## src/rtl/spi_eng_pkg.sv

```systemverilog
package spi_eng_pkg;
    typedef enum logic [2:0] {ST_IDLE, ST_LOAD, ST_SHIFT, ST_STORE, ST_PAUSE} eng_state_t;

    localparam logic [2:0] A_DATA   = 3'd0;
    localparam logic [2:0] A_CFG    = 3'd1;
    localparam logic [2:0] A_CMD    = 3'd2;
    localparam logic [2:0] A_EVENT  = 3'd3;
    localparam logic [2:0] A_MASK   = 3'd4;
    localparam logic [2:0] A_STATUS = 3'd5;

    localparam int EV_DONE = 0;
    localparam int EV_TXUF = 1;
    localparam int EV_RXOF = 2;
    localparam int EV_RXUF = 3;
    localparam int EV_TXRQ = 4;
    localparam int EV_RXRQ = 5;
    localparam int N_EV    = 6;
endpackage

```

## src/rtl/spi_eng_fifo.sv

```systemverilog
module spi_eng_fifo #(
    parameter int W     = 25,
    parameter int DEPTH = 8,
    parameter int LVW   = $clog2(DEPTH) + 1
) (
    input  logic           clk,
    input  logic           rst_n,
    input  logic           clr,
    input  logic           push,
    input  logic [W-1:0]   din,
    input  logic           pop,
    output logic [W-1:0]   dout,
    output logic           full,
    output logic           empty,
    output logic [LVW-1:0] level
);
    localparam int AW = $clog2(DEPTH);

    logic [W-1:0]  mem [DEPTH];
    logic [AW-1:0] wp, rp;
    logic          do_push, do_pop;

    assign full    = (level == LVW'(DEPTH));
    assign empty   = (level == '0);
    assign do_push = push && !full;
    assign do_pop  = pop && !empty;
    assign dout    = mem[rp];

    always_ff @(posedge clk) begin
        if (do_push && !clr) mem[wp] <= din;
    end

    always_ff @(posedge clk or negedge rst_n) begin
        if (!rst_n) begin
            wp    <= '0;
            rp    <= '0;
            level <= '0;
        end else if (clr) begin
            wp    <= '0;
            rp    <= '0;
            level <= '0;
        end else begin
            if (do_push) wp <= wp + 1'b1;
            if (do_pop)  rp <= rp + 1'b1;
            level <= level + LVW'(do_push) - LVW'(do_pop);
        end
    end
endmodule

```

## src/rtl/spi_eng_events.sv

```systemverilog
module spi_eng_events #(
    parameter int N = 6
) (
    input  logic         clk,
    input  logic         rst_n,
    input  logic [N-1:0] set,
    input  logic         clr_en,
    input  logic [N-1:0] clr_bits,
    input  logic [N-1:0] mask,
    output logic [N-1:0] ev,
    output logic         irq
);
    for (genvar i = 0; i < N; i++) begin : g_ev
        logic bit_q;
        always_ff @(posedge clk or negedge rst_n) begin
            if (!rst_n)                    bit_q <= 1'b0;
            else if (set[i])               bit_q <= 1'b1;
            else if (clr_en && clr_bits[i]) bit_q <= 1'b0;
        end
        assign ev[i] = bit_q;
    end

    assign irq = |(ev & ~mask);
endmodule

```

## src/rtl/spi_xfer_engine.sv

```systemverilog
module spi_xfer_engine
    import spi_eng_pkg::*;
#(
    parameter int MAXW  = 24,
    parameter int DEPTH = 8,
    parameter int DW    = 32
) (
    input  logic          clk,
    input  logic          rst_n,
    input  logic          wr_en,
    input  logic          rd_en,
    input  logic [2:0]    addr,
    input  logic [DW-1:0] wdata,
    output logic [DW-1:0] rdata,
    input  logic          tick,
    output logic          sclk,
    output logic          mosi,
    input  logic          miso,
    output logic          cs,
    output logic          irq
);
    localparam int LENW  = $clog2(MAXW + 1);
    localparam int LVW   = $clog2(DEPTH) + 1;
    localparam int FW    = MAXW + 1;
    localparam int CFG_W = LENW + 3;
    localparam int MINW  = 4;

    eng_state_t state, state_nx;

    logic [CFG_W-1:0] cfg_q;
    logic [N_EV-1:0]  mask_q, ev_q, ev_set;
    logic             clr_rx_p, clr_tx_p;
    logic [MAXW-1:0]  word_q, rx_word, rx_dout;
    logic             last_q;
    logic [LENW-1:0]  bit_idx, eff_len, last_idx, pos;
    logic [FW-1:0]    tx_dout;
    logic             tx_full, tx_empty, rx_full, rx_empty;
    logic [LVW-1:0]   tx_level, rx_level;
    logic             cs_act, ready;

    wire [LENW-1:0] cfg_len  = cfg_q[LENW-1:0];
    wire            cfg_lsb  = cfg_q[LENW];
    wire            cfg_cshi = cfg_q[LENW+1];
    wire            cfg_en   = cfg_q[LENW+2];

    wire wr_data  = wr_en && (addr == A_DATA);
    wire wr_cfg   = wr_en && (addr == A_CFG);
    wire wr_cmd   = wr_en && (addr == A_CMD);
    wire wr_ev    = wr_en && (addr == A_EVENT);
    wire wr_mask  = wr_en && (addr == A_MASK);
    wire rd_data  = rd_en && (addr == A_DATA);
    wire go_start = wr_cmd && wdata[0] && cfg_en;
    wire tx_pop   = (state == ST_LOAD) && !tx_empty;
    wire rx_push  = (state == ST_STORE);
    wire bit_end  = (state == ST_SHIFT) && tick && sclk && (bit_idx == last_idx);

    always_comb begin
        if (cfg_len < LENW'(MINW))      eff_len = LENW'(MINW);
        else if (cfg_len > LENW'(MAXW)) eff_len = LENW'(MAXW);
        else                            eff_len = cfg_len;
    end
    assign last_idx = eff_len - 1'b1;
    assign pos      = cfg_lsb ? bit_idx : (last_idx - bit_idx);

    // state register
    always_ff @(posedge clk or negedge rst_n) begin
        if (!rst_n) state <= ST_IDLE;
        else        state <= state_nx;
    end

    always_comb begin
        state_nx = state;
        unique case (state)
            ST_IDLE:  if (go_start) state_nx = ST_LOAD;
            ST_LOAD:  state_nx = tx_empty ? ST_PAUSE : ST_SHIFT;
            ST_SHIFT: if (bit_end) state_nx = ST_STORE;
            ST_STORE: state_nx = last_q ? ST_IDLE : ST_LOAD;
            ST_PAUSE: if (go_start) state_nx = ST_LOAD;
            default:  state_nx = ST_IDLE;
        endcase
    end

    // outputs and datapath
    assign cs_act = (state != ST_IDLE);
    assign cs     = cfg_cshi ? cs_act : !cs_act;
    assign mosi   = (state == ST_SHIFT) ? word_q[pos] : 1'b0;
    assign ready  = cfg_en && (state == ST_IDLE) && !clr_rx_p && !clr_tx_p;

    always_ff @(posedge clk or negedge rst_n) begin
        if (!rst_n) begin
            sclk    <= 1'b0;
            word_q  <= '0;
            rx_word <= '0;
            last_q  <= 1'b0;
            bit_idx <= '0;
        end else if (tx_pop) begin
            word_q  <= tx_dout[MAXW-1:0];
            last_q  <= tx_dout[MAXW];
            rx_word <= '0;
            bit_idx <= '0;
            sclk    <= 1'b0;
        end else if ((state == ST_SHIFT) && tick) begin
            sclk <= !sclk;
            if (!sclk)                    rx_word[pos] <= miso;
            else if (bit_idx != last_idx) bit_idx <= bit_idx + 1'b1;
        end
    end

    always_ff @(posedge clk or negedge rst_n) begin
        if (!rst_n) begin
            cfg_q    <= CFG_W'(8);
            mask_q   <= '1;
            clr_rx_p <= 1'b0;
            clr_tx_p <= 1'b0;
        end else begin
            if (wr_cfg)  cfg_q  <= wdata[CFG_W-1:0];
            if (wr_mask) mask_q <= wdata[N_EV-1:0];
            clr_rx_p <= wr_cmd && wdata[1];
            clr_tx_p <= wr_cmd && wdata[2];
        end
    end

    always_comb begin
        ev_set          = '0;
        ev_set[EV_DONE] = rx_push && last_q;
        ev_set[EV_TXUF] = (state == ST_LOAD) && tx_empty;
        ev_set[EV_RXOF] = rx_push && rx_full;
        ev_set[EV_RXUF] = rd_data && rx_empty;
        ev_set[EV_TXRQ] = tx_pop;
        ev_set[EV_RXRQ] = rx_push && !rx_full;
    end

    always_comb begin
        rdata = '0;
        unique case (addr)
            A_DATA:   rdata = rx_empty ? '0 : DW'(rx_dout);
            A_CFG:    rdata = DW'(cfg_q);
            A_CMD:    rdata = DW'({clr_tx_p, clr_rx_p, 1'b0});
            A_EVENT:  rdata = DW'(ev_q);
            A_MASK:   rdata = DW'(mask_q);
            A_STATUS: rdata = DW'({cs_act, rx_empty, tx_full, ready});
            default:  rdata = '0;
        endcase
    end

    spi_eng_fifo #(.W(FW), .DEPTH(DEPTH), .LVW(LVW)) u_txq (
        .clk(clk), .rst_n(rst_n), .clr(clr_tx_p), .push(wr_data),
        .din({wdata[DW-1], wdata[MAXW-1:0]}), .pop(tx_pop),
        .dout(tx_dout), .full(tx_full), .empty(tx_empty), .level(tx_level)
    );

    spi_eng_fifo #(.W(MAXW), .DEPTH(DEPTH), .LVW(LVW)) u_rxq (
        .clk(clk), .rst_n(rst_n), .clr(clr_rx_p), .push(rx_push),
        .din(rx_word), .pop(rd_data),
        .dout(rx_dout), .full(rx_full), .empty(rx_empty), .level(rx_level)
    );

    spi_eng_events #(.N(N_EV)) u_ev (
        .clk(clk), .rst_n(rst_n), .set(ev_set), .clr_en(wr_ev),
        .clr_bits(wdata[N_EV-1:0]), .mask(mask_q), .ev(ev_q), .irq(irq)
    );
endmodule

```

## config.mk

```make
export PLATFORM = sky130hd
export DESIGN_NAME = spi_xfer_engine
export DESIGN_NICKNAME = d
export VERILOG_FILES = /design/src/rtl/spi_eng_pkg.sv /design/src/rtl/spi_eng_fifo.sv /design/src/rtl/spi_eng_events.sv /design/src/rtl/spi_xfer_engine.sv
export SDC_FILE = /design/constraint.sdc
export NUM_CORES = 1
export LEC_CHECK = 0
export BUFFER_PORTS_ARGS = -buffer_cell sky130_fd_sc_hd__buf_4
export CAP_MARGIN = 20
export CORE_MARGIN = 5
export CORE_UTILIZATION = 50
export DETAILED_ROUTE_END_ITERATION = 6
export GPL_TIMING_DRIVEN = 0
export PLACE_DENSITY_LB_ADDON = 0.2
export SLEW_MARGIN = 20
export SYNTH_ARGS = -nofsm -noshare
export SYNTH_HDL_FRONTEND = slang
export SYNTH_HIERARCHICAL = 1
export SYNTH_SLANG_ARGS = --single-unit
```

## constraint.sdc

```tcl
create_clock -name clk -period 9.84 [get_ports clk]
set_input_delay 1.476 -clock clk [delete_from_list [all_inputs] [get_ports clk]]
set_output_delay 1.476 -clock clk [all_outputs]
set_load 0.1 [all_outputs]
```

======== After elaboration in Yosys (flattened, before gate mapping) ========
Memory sizes are Yosys's and may differ from the RTL's. A register that Yosys moved wholly into a read port is not among the register bits.
Cells that the tools add are included.
word-level totals
  logic and storage cells ................. 173
  bits in writable memories ............... 392
  input port bits ......................... 41
  memories kept ........................... 2
  register bits after elaboration ......... 75
cells by class
  magnitude comparators ................... 4
  equality and inequality tests ........... 16
  bitwise gates (word level) .............. 2
  reductions and logical operators ........ 66
  add/subtract/negate cells ............... 11
  multiplexer cells ....................... 52
memory list
  memory     words  width  read ports  clocked after memory_dff  wr ports  RTL line            text
  u_txq.mem  8      25     1           1                         1         spi_eng_fifo.sv:19  logic [W-1:0] mem [DEPTH];
  u_rxq.mem  8      24     1           0                         1         spi_eng_fifo.sv:19
operators by type and width
  kind                                                                   number
  24-bit one-hot mux with 6 select lines                                 1
  24-bit 2-to-1 mux                                                      4
  5-bit 2-to-1 mux                                                       7
  1-bit logical AND                                                      34
  3-bit 2-to-1 mux                                                       11
  2-bit nonzero test                                                     13
  24-bit bitwise mux                                                     1
  1-bit 2-to-1 mux                                                       23
  3-bit by 1-bit adder with 3-bit output, second input constant          4
  3-bit by 2-bit equality test with 1-bit output, second input constant  4
  3-bit one-hot mux with 4 select lines                                  1
  3-bit equality test, second input constant                             3
  1-bit logical NOT                                                      9
  4-bit by 1-bit adder with 4-bit output                                 2
  4-bit equality test, second input constant                             2
  4-bit logical NOT                                                      2
  4-bit 2-to-1 mux                                                       2
  4-bit by 1-bit subtractor with 4-bit output                            2
  6-bit bitwise AND                                                      1
  3-bit by 1-bit equality test with 1-bit output, second input constant  2
  3-bit logical NOT                                                      2
  5-bit by 6-bit < comparator with 1-bit output, second input constant   1
  6-bit inverter                                                         1
  6-bit OR reduction                                                     1
  other kinds (16)                                                       18

======== Logic depth before layout (Yosys ltp) ========
  depth after elaboration ................. 14
  depth in mapped cells ................... 15
  mapped depth without buffers ............ 13

======== By module ========
The synthesis kept the hierarchy.
by module, submodules not included
  module                 seq. area each (um^2)  instances  area an instance (um^2)  cells each
  spi_eng_fifo at u_txq  6256.0                 1          8358.0                   364
  spi_eng_fifo at u_rxq  6015.8                 1          7916.3                   353
  spi_xfer_engine        1860.5                 1          4385.5                   479
  spi_eng_events         150.1                  1          311.5                    34

======== Worst setup path before layout ========
Ideal clock, no wire load.
  path kind ............................... reg2out
  from .................................... register cfg_q[3]
  to ...................................... output port mosi
  path buffers ............................ 3
  data required time ...................... 8364 ps
  arrival time ............................ 5788 ps
  stages on the path, launching flop included .. 16
  slack ................................... 2576 ps
  cell sequence ........................... dfstp_2 -> buf_6 -> nor3_1 -> a21oi_1 -> nand2_1 -> ha_1 -> inv_1 -> ha_1 -> nor2b_1 -> or4_1 -> and3_1 -> clkbuf_1 -> and2_1 -> buf_2 -> a32o_1 -> nor4_1
on the way
  longest elaborated chain between the ends .. 9
  elaborated cells between the ends (all ways) .. 10
ends and longest elaborated chain
  element                                          RTL line                text
  start: declaration                               spi_xfer_engine.sv:30   logic [CFG_W-1:0] cfg_q;
  start signal: assignment                         spi_xfer_engine.sv:116  if (wr_cfg) cfg_q <= wdata[CFG_W-1:0];
  5-bit > comparator                               spi_xfer_engine.sv:59   else if (cfg_len > LENW'(MAXW)) eff_len = LENW'(MAXW);
  5-bit 2-to-1 mux                                 spi_xfer_engine.sv:59
  5-bit 2-to-1 mux (*)                             spi_xfer_engine.sv:58   if (cfg_len < LENW'(MINW)) eff_len = LENW'(MINW);
  5-bit by 1-bit subtractor with 5-bit output (*)  spi_xfer_engine.sv:62   assign last_idx = eff_len - 1'b1;
  5-bit subtractor (*)                             spi_xfer_engine.sv:63   assign pos = cfg_lsb ? bit_idx : (last_idx - bit_idx);
  5-bit 2-to-1 mux (*)                             spi_xfer_engine.sv:63
  1-bit binary-select mux with 5-bit select (*)    spi_xfer_engine.sv:86   assign mosi = (state == ST_SHIFT) ? word_q[pos] : 1'b0;
  1-bit 2-to-1 mux (not written as such) (*)       spi_xfer_engine.sv:86
  1-bit 2-to-1 mux (*)                             spi_xfer_engine.sv:86
  end: declaration                                 spi_xfer_engine.sv:17   output logic mosi,
Mark *: on every way between the ends. The rest lies on a longest branch, timed or not. The select of a mux whose other input is x is not followed.

======== Final worst setup path ========
Same ends and word-level chain as after synthesis.

==> impl_metrics.ini <==
[clock_network]
cts_num_sinks = 492
post_cts_buffers = 0
ctsResizeCount = 0
cts_buffers = 50
clock_latency_ns = 0.58
cts_tree = built
cts.htree.levels = 2
cts_buffer_depth = 3
clk_pin_slew_ns = 0.06
cts_root_buffer = clkbuf_16
hold_buffers = 0

[logic_synthesis]
syn-cell-area_um2 = 20970
avgSynthCellArea_um2 = 17.05
ys_ff_latch = 492
synthArstFlopShare_pct = 20.33
yosysTopAreaCellShare_pct = 56.13
yosys.cell_types.count = 66
synth_edf_count = 392
synthCells = 1230
synth-seq-area-share_pct = 68.10
synth_flop_cell = edfxtp_1
yosysWarnings = 6
netlist_top_cells_area = edfxtp_1 (56%), dfrtp_1 (11%), mux4_2 (5.9%)
yosysTopAreaCell = edfxtp_1

[timing]
slew_violations = 0
fmax_ghz = 0.1601
period_minus_slack_ns = 6.246
timing.setup.tns_ns = 0
whs_ns = 0.4715
hold_viol = 0
relSlewSlack_pct = 34.78
rsz0062_at_grt = no
finalCritPeriodShare_pct = 63.47
tightest_slew_ns = 0.9783
finClkSkew_ns = 0.01391
setup_viol = 0

[detailed_routing]
first_iter_violations = 564
avgRoutedWirePerCell_um = 22.52
drtPass1Iterations = 4
drc = 0
wl_mm = 44.03
postRouteAntennaNets = 0
dr_total_vias = 10930
routed_via_density = 5.591

[worst_setup_path]
critPathKind = reg -> out
reg2reg_from = u_txq/level[2]$_DFF_PN0_
critical_path.max_fanout = 9
rrSetupSlack_ns = 6.01
r2r_end = u_txq/level[2]$_DFF_PN0_
worst_ep_required_time_ns = 8.36
critPathArrivalTime_ns = 4.77
end_kind = output port
r2r_cells = 15
cp-start-kind = register

[finish]
final_core_util_pct = 58.36
insertedDiodeCount = 0
ff_latch_area_um2 = 14280
final_cell_mix = edfxtp_1 (392), nand2_1 (118), dfrtp_1 (93)
design.final.nets = 1441
syn_to_final_growth_pct = 16.20
layout-drive-gt1-share_pct = 25.85
fin_area_um2 = 24370
layout_commonest_cell = edfxtp_1
fillers = 3138
multi_input_area_um2 = 6256

[min_path]
min-delay-start = word_q[10]$_DFFE_PN0P_
worst_hold_path.endpoint = word_q[10]$_DFFE_PN0P_
whs_path_depth = 2
min_path_type = reg -> reg

[global_route]
grt_pass1_vias = 11450
antenna_found_initial = 0
grt_max_degree = 101
gr-total-overflow = 0
grt_pass1_wl_mm = 67.92
grt.total_usage_pct = 19.07

[status]
status = finished clean

[power]
leakagePower_nw = 8.580
finalPower_mw = 5.776
irDropWorstVdd_mv = 0.1642
power.density_nw_per_um2 = 237.0

[floorplanning]
start_util_pct = 50.22
core_region_area_um2 = 41760
boundaryPins = 77
rows = 75
die_w_um = 214.8
die_h_um = 214.8
die_area_um2 = 46140

[placed_design]
hpwl_mm = 29.68
gp_congestion = 0.8645
port_buffers = 60
dpl_cell_area_um2 = 22650

[run]
drv_cap = 0
==> where the power goes <==
part / total (mW) / switching (mW) / internal [mW]
sequential: 2.48 / 0.102 / 2.38
clock: 1.95 / 0.768 / 1.18
combinational: 1.35 / 0.784 / 0.568
==> critical path, cell delays in order, from the launching register on <==
cell and delay [ns]:
dfstp_2 0.53, buf_6 0.12, nor3_1 0.06, a21oi_1 0.15, nand2_1 0.09, ha_1 0.22
xnor2_1 0.14, ha_1 0.38, nor4b_1 0.08, a221oi_1 0.24, and3_1 0.23, clkbuf_1 0.30
and2_1 0.18, buf_1 0.31, a221oi_1 0.15, nor4_1 0.59, buf_4 0.40
==> metrics by stage <==
stage                     worst slack [ns]  std cells
after CTS                            3.504       1955
final                                3.594       1955
after detailed placement             4.144       1862
after floorplan                      2.576       1237
after global routing                 3.315       1955
after global placement               2.368       1836
==> worst max path at each step <==
stage	startpoint	endpoint	slack [ns]	depth (start not counted)
after floorplan	cfg_q[3]$_DFFE_PN1P_	mosi	2.58	15
after global placement	addr[0]	u_txq/mem[0][13]$_DFFE_PP_	2.37	7
after detailed placement	cfg_q[3]$_DFFE_PN1P_	mosi	4.14	16
after CTS	cfg_q[3]$_DFFE_PN1P_	mosi	3.50	16
after global routing	cfg_q[3]$_DFFE_PN1P_	mosi	3.32	16
final	cfg_q[3]$_DFFE_PN1P_	mosi	3.59	16
==> Yosys cell counts, drive strengths merged (4+ instances only) <==
master / number
nor2: 45
nand4: 19
ha: 22
dfstp: 7
a22oi: 6
a21o: 9
nor3b: 7
o21ai: 12
mux4: 102
o31ai: 18
nand2: 118
o22ai: 6
nand3b: 4
nand2b: 13
buf: 46
mux2: 67
or3: 6
inv: 30
mux2i: 20
xnor2: 6
dfrtp: 93
and2: 23
nor2b: 15
edfxtp: 392
nor3: 17
clkbuf: 30
nand3: 18
a21oi: 40
==> routing by layer <==
layer | wire (µm) | track usage [%] | vias up
li1 | - | - | 5085
met1 | 18510 | 25.04 | 5584
met2 | 23190 | 33.93 | 216
met3 | 1635 | 2.716 | 46
met4 | 696 | 4.703 | 0
met5 | 0 | 0 | -
==> sequential cells by signal (all words and copies together), names as in the netlist, 4 cells and up <==
signal,cells
bit_idx,5
mask_q,6
word_q,24
cfg_q,8
u_txq/mem,200
u_ev/g_ev.bit_q,6
u_rxq/mem,192
u_txq/level,4
u_rxq/level,4
rx_word,24
==> cells by family (layout without fill, tap and decap cells) <==
kind of cell	Yosys count	after routing	synth area share (%)
AOI/OAI and AO/OA	102	102	3.222
xor gates and xnor gates	9	9	0.3759
adders and majority gates	26	26	1.647
buffers and inverters	106	285	2.768
DFF	492	492	68.10
muxes	189	189	16.51
other	1	8	0.01788
and+or+nand+nor	305	305	7.356
==> layout make-up <==
class                      instances  area share, %
sequential                       492          58.61
multi-input combinational        639          25.67
clock buffer                      63          5.668
timing repair buffer              86          3.512
tap                              539          2.768
buffer                            76          1.920
clock inverter                    30          1.386
inverter                          30         0.4621
No activity file was read; power rests on OpenSTA's default activity.
